### src/rtl/pfd_pkg.sv
package pfd_pkg;

  // Strobes from the control half to the capture flops.
  typedef struct packed {
    logic setRef;
    logic setFb;
    logic clrBoth;
  } pfdStrobe_t;

  // Configuration bits as seen by the datapath.
  typedef struct packed {
    logic pol;
    logic detSel;
    logic lockEn;
  } pfdCfg_t;

  localparam int SIDE_REF = 0;
  localparam int SIDE_FB  = 1;
  localparam int NUM_SIDES = 2;

endpackage

### src/rtl/pfd_ctrl.sv
module pfd_ctrl
  import pfd_pkg::*;
#(
  parameter int DLY_W = 4
) (
  input  logic             clk,
  input  logic             rstN,
  input  logic             refIn,
  input  logic             fbIn,
  input  logic             jamLoad,
  input  logic [DLY_W-1:0] resetDelay,
  input  logic             refHeld,
  input  logic             fbHeld,
  output pfdStrobe_t       strobe
);

  logic             refPrev;
  logic             fbPrev;
  logic [DLY_W-1:0] coinCnt;
  logic             refRise;
  logic             fbRise;
  logic             bothHeld;
  logic             limitHit;

  // Edge detection on the sampled pulse trains.
  always_ff @(posedge clk or negedge rstN) begin
    if (!rstN) begin
      refPrev <= 1'b0;
      fbPrev  <= 1'b0;
    end else begin
      refPrev <= refIn;
      fbPrev  <= fbIn;
    end
  end

  assign refRise  = refIn & ~refPrev;
  assign fbRise   = fbIn & ~fbPrev;
  assign bothHeld = refHeld & fbHeld;
  assign limitHit = bothHeld & (coinCnt == resetDelay);

  // Coincidence counter: runs while both states are held.
  always_ff @(posedge clk or negedge rstN) begin
    if (!rstN) begin
      coinCnt <= '0;
    end else if (jamLoad || !bothHeld || limitHit) begin
      coinCnt <= '0;
    end else begin
      coinCnt <= coinCnt + 1'b1;
    end
  end

  always_comb begin
    strobe.setRef  = refRise & ~jamLoad;
    strobe.setFb   = fbRise & ~jamLoad;
    strobe.clrBoth = jamLoad | limitHit;
  end

endmodule

### src/rtl/pfd_datapath.sv
module pfd_datapath
  import pfd_pkg::*;
(
  input  logic       clk,
  input  logic       rstN,
  input  pfdStrobe_t strobe,
  input  pfdCfg_t    cfgIn,
  output logic       refHeld,
  output logic       fbHeld,
  output logic       seDrive,
  output logic       seOe,
  output logic       refSideN,
  output logic       fbSideN,
  output logic       lockDet
);

  pfdCfg_t               cfgQ;
  logic [NUM_SIDES-1:0]  heldQ;
  logic [NUM_SIDES-1:0]  setVec;
  logic                  onlyOne;
  logic                  leadSide;
  logic                  lagSide;

  always_ff @(posedge clk or negedge rstN) begin
    if (!rstN) begin
      cfgQ <= '0;
    end else begin
      cfgQ <= cfgIn;
    end
  end

  assign setVec[SIDE_REF] = strobe.setRef;
  assign setVec[SIDE_FB]  = strobe.setFb;

  // One capture flop per side; a clear keeps a coincident set.
  for (genvar gi = 0; gi < NUM_SIDES; gi++) begin : g_side
    always_ff @(posedge clk or negedge rstN) begin
      if (!rstN) begin
        heldQ[gi] <= 1'b0;
      end else if (strobe.clrBoth) begin
        heldQ[gi] <= setVec[gi];
      end else begin
        heldQ[gi] <= heldQ[gi] | setVec[gi];
      end
    end
  end

  assign refHeld = heldQ[SIDE_REF];
  assign fbHeld  = heldQ[SIDE_FB];

  assign onlyOne  = heldQ[SIDE_REF] ^ heldQ[SIDE_FB];
  assign leadSide = cfgQ.pol ? heldQ[SIDE_FB] : heldQ[SIDE_REF];
  assign lagSide  = cfgQ.pol ? heldQ[SIDE_REF] : heldQ[SIDE_FB];

  always_comb begin
    if (cfgQ.detSel) begin
      seOe     = onlyOne;
      seDrive  = onlyOne & leadSide;
      refSideN = 1'b1;
      fbSideN  = 1'b1;
    end else begin
      seOe     = 1'b0;
      seDrive  = 1'b0;
      refSideN = ~leadSide;
      fbSideN  = ~lagSide;
    end
    lockDet = cfgQ.lockEn & ~(|heldQ);
  end

endmodule

### src/rtl/phase_freq_detector.sv
module phase_freq_detector
  import pfd_pkg::*;
#(
  parameter int DLY_W = 4
) (
  input  logic             clk,
  input  logic             rstN,
  input  logic             refIn,
  input  logic             fbIn,
  input  logic             jamLoad,
  input  logic             polSel,
  input  logic             detSel,
  input  logic             lockEn,
  input  logic [DLY_W-1:0] resetDelay,
  output logic             seDrive,
  output logic             seOe,
  output logic             refSideN,
  output logic             fbSideN,
  output logic             lockDet
);

  pfdStrobe_t strobe;
  pfdCfg_t    cfgIn;
  logic       refHeld;
  logic       fbHeld;

  assign cfgIn.pol    = polSel;
  assign cfgIn.detSel = detSel;
  assign cfgIn.lockEn = lockEn;

  pfd_ctrl #(.DLY_W(DLY_W)) u_ctrl (
    .clk        (clk),
    .rstN       (rstN),
    .refIn      (refIn),
    .fbIn       (fbIn),
    .jamLoad    (jamLoad),
    .resetDelay (resetDelay),
    .refHeld    (refHeld),
    .fbHeld     (fbHeld),
    .strobe     (strobe)
  );

  pfd_datapath u_dp (
    .clk      (clk),
    .rstN     (rstN),
    .strobe   (strobe),
    .cfgIn    (cfgIn),
    .refHeld  (refHeld),
    .fbHeld   (fbHeld),
    .seDrive  (seDrive),
    .seOe     (seOe),
    .refSideN (refSideN),
    .fbSideN  (fbSideN),
    .lockDet  (lockDet)
  );

endmodule

### config.mk
export PLATFORM = sky130hd
export DESIGN_NAME = phase_freq_detector
export DESIGN_NICKNAME = d
export VERILOG_FILES = /design/src/rtl/pfd_pkg.sv /design/src/rtl/pfd_ctrl.sv /design/src/rtl/pfd_datapath.sv /design/src/rtl/phase_freq_detector.sv
export SDC_FILE = /design/constraint.sdc
export NUM_CORES = 1
export LEC_CHECK = 0
export BUFFER_PORTS_ARGS = -buffer_cell sky130_fd_sc_hd__buf_2
export CAP_MARGIN = 5
export CORE_UTILIZATION = 30
export DETAILED_ROUTE_END_ITERATION = 6
export PLACE_DENSITY = 0.58
export RECOVER_POWER = 25
export SLEW_MARGIN = 20
export SYNTH_ARGS = -nofsm -noshare
export SYNTH_HDL_FRONTEND = slang
export SYNTH_HIERARCHICAL = 1
export SYNTH_SLANG_ARGS = --single-unit
### constraint.sdc
create_clock -name clk -period 1.3 [get_ports clk]
set_input_delay 0.325 -clock clk [delete_from_list [all_inputs] [get_ports clk]]
set_output_delay 0.325 -clock clk [all_outputs]
set_load 0.02 [all_outputs]
==> results.yml <==
outcome:
  outcome: "finished with violations"
  violations: "setup timing"
clock_network:
  clock_sinks: 11
  cts_tree: "done"
  clockRootBuffer: "clkbuf_4"
  cts_made_buffers: 3
  worstSkewPairLatency_ns: 0.26
  cts_post_setup_buffers_inserted: 0
  clk_path_buf_depth: 2
  htreeDepth: 1
  cts.clk_slew.worst_paths_ns: 0.07
timing:
  rsz0062_at_grt: "yes"
  fin_skew_ns: 0.00140
  worst_pin_slew_ns: 0.248
  setup_slack_ns: -0.327
  drv_slew: 0
  whs_ns: 0.161
  min_period_over_period: 1.25
  fmax_mhz: 615
  maxSlewHeadroom: 0.835
  finalHoldViolCount: 0
  setup_viol: 5
  layout_min_cycle_time_ns: 1.63
critical_path:
  start_kind: "flip-flop"
  crit_start: "u_dp/fbHeld$_DFF_PN0_"
  crit_required_ns: 0.98
  path_max_fanout: 2
  slowest_stage: "dfrtp_1"
  critPathMaxStageDelay_ns: 0.37
  reg2reg_from: "u_dp/fbHeld$_DFF_PN0_"
  path_cells: "inv_2 > ha_4 > and2_4 > nor2b_4 > buf_6"
  endpoint_kind: "output pin"
  worst-endpoint-arrival_ns: 1.30
  critPathKind: "reg2out"
global_routing:
  grt-ovfl-total: 0
  grt_max_degree: 12
  grtUsageTotal: 0.117
  grt_pass1_wl_mm: 1.56
  first_global_vias: 404
  antenna_found_initial: 0
place:
  gp_congestion: 0.746
  dp_hpwl_um: 707
  post-place-ws_ns: -0.0814
  place_inst: 83
  io_buffers: 16
worst_hold_path:
  hp-start: "detSel"
  hold_path_class: "in2reg"
drt:
  dr.first_iter.drc_count: 3
  wl_per_cell_um: 10.3
  ant_nets: 0
  routed_wl_um: 908
  vias: 404
  vias_per_cell: 4.59
  drc: 0
  first_pass_iters: 2
die:
  rows: 14
  die_w_um: 43.8
  start_util: 0.333
  core_area_um2: 1580
  num_io_pins: 17
  die_h_um: 43.8
  die_area_um2: 1920
final_layout:
  nFillCells: 152
  nNetsFinal: 87
  drive_gt1_frac: 0.472
  final_cell_count_no_fill: 88
  num_antenna_cells: 0
  area_growth_pct: 44.6
synth:
  netlist_area_um2: 524
  synthDistinctLibCells: 17
  syn_nets: 59
  synth-seq-area-share: 0.525
  synth_warnings: 6
  syn_avg_cell_area_um2: 11.7
  ys_seq_elements: 11
  synthCells: 45
flow_run:
  drv_cap: 0
power:
  powerDensity_nw_per_um2: 959
  leakage_nw: 0.378
  peakVddDrop_mv: 0.531
-- worst max-delay path: cells and delay by family (launching register included) --
kind | cells | cell delay (ns)
adders and majority gates | 1 | 0.24
buffers and inverters | 2 | 0.17
DFF | 1 | 0.37
and+or+nand+nor | 2 | 0.25
-- Yosys cell counts, drive strengths merged --
| cell type | count | area share |
|---|---|---|
| nor2b | 1 | 0.012 |
| or2 | 3 | 0.036 |
| ha | 2 | 0.048 |
| o2111a | 1 | 0.021 |
| nand2b | 1 | 0.012 |
| a211oi | 4 | 0.057 |
| nor3b | 2 | 0.029 |
| nand3 | 1 | 0.0095 |
| and2 | 2 | 0.024 |
| xor2 | 1 | 0.017 |
| a21o | 3 | 0.043 |
| dfrtp | 11 | 0.53 |
| xnor2 | 3 | 0.050 |
| inv | 6 | 0.043 |
| a221oi | 1 | 0.029 |
| nand2 | 1 | 0.0072 |
| mux2i | 2 | 0.038 |
-- kinds of logic (layout without fill, tap and decap cells) --
| kind of cell | after synthesis | in the layout | share of synthesized area |
|---|---|---|---|
| multiplexers | 2 | 2 | 0.0382 |
| flip-flops | 11 | 11 | 0.525 |
| AO/OA/AOI/OAI | 9 | 9 | 0.150 |
| adder cells (fa/ha/maj) | 2 | 2 | 0.0477 |
| XOR/XNOR | 4 | 4 | 0.0668 |
| AND/OR/NAND/NOR | 11 | 11 | 0.129 |
| buffers and inverters | 6 | 33 | 0.0430 |
-- registers in the layout, indices dropped and copies added (netlist names) --
| register | cells |
|---|---|
| u_ctrl/coinCnt | 4 |
| u_dp/cfgQ | 3 |
| u_ctrl/fbPrev | 1 |
| u_ctrl/refPrev | 1 |
| u_dp/fbHeld | 1 |
| u_dp/refHeld | 1 |
-- placed cells by master (no fill, tap or decap), drive strengths merged, types with 2 or more instances in the layout --
master and instances:
or2 3, inv 6, a211oi 4, a21o 3, ha 2, nor3b 2
dfrtp 11, buf 22, and2 2, mux2i 2, xnor2 3, clkbuf 4
-- worst paths after layout --
check | cells past startpoint | end | slack [ns]
min reg2reg | 2 | u_dp/refHeld$_DFF_PN0_ | 0.54
max reg2reg | 6 | u_dp/fbHeld$_DFF_PN0_ | 0.04
max in group asynchronous | 2 | u_ctrl/coinCnt[3]$_DFF_PN0_ | 0.65
min in group asynchronous | 2 | u_dp/cfgQ[1]$_DFF_PN0_ | 0.45
max | 5 | seDrive | -0.33
min | 1 | u_dp/cfgQ[1]$_DFF_PN0_ | 0.16
-- layout make-up --
type | count | area (um^2) | share of cell area
clock buffers | 4 | 26.3 | 0.0347
well taps | 16 | 20.0 | 0.0264
flip-flops and latches | 11 | 275 | 0.363
inverters | 6 | 22.5 | 0.0297
repair buffers | 23 | 154 | 0.203
multi-input cells | 28 | 260 | 0.343
-- layer usage --
layer	share of wire	wire (um)	vias up	global-route usage
li1	-	-	207	-
met1	0.49	448	181	0.155
met4	0.013	12	0	0.0750
met5	0	0	-	0
met2	0.44	400	14	0.161
met3	0.052	47	2	0.0375
-- where the power goes --
part,switching [mW],total (mW),internal [mW]
combinational,0.0620,0.136,0.0737
clock,0.110,0.228,0.119
sequential,0.00786,0.363,0.355
total,0.180,0.727,0.548
-- stage by stage --
step,utilization,setup TNS (ns),power [mW],area [um^2]
floorplan,-,-0.0718,0.428,534
global placement,0.431,-0.0589,0.484,679
detailed placement,0.431,-0.0814,0.485,679
CTS,0.467,-1.22,0.733,737
global route,0.481,-1.56,0.769,758
finish,0.481,-1.10,0.727,758
-- timing repair --
item | 4_1_cts | 5_1_grt
hold buffers | 1 | 0
resized for setup | 7 | 5
pin swaps | 1 | 2
hold endpoints to repair | 11 | 0
gates cloned | 0 | 0
endpoints found under the setup margin | 5 | 8
Power figures use the tool's default switching activity.
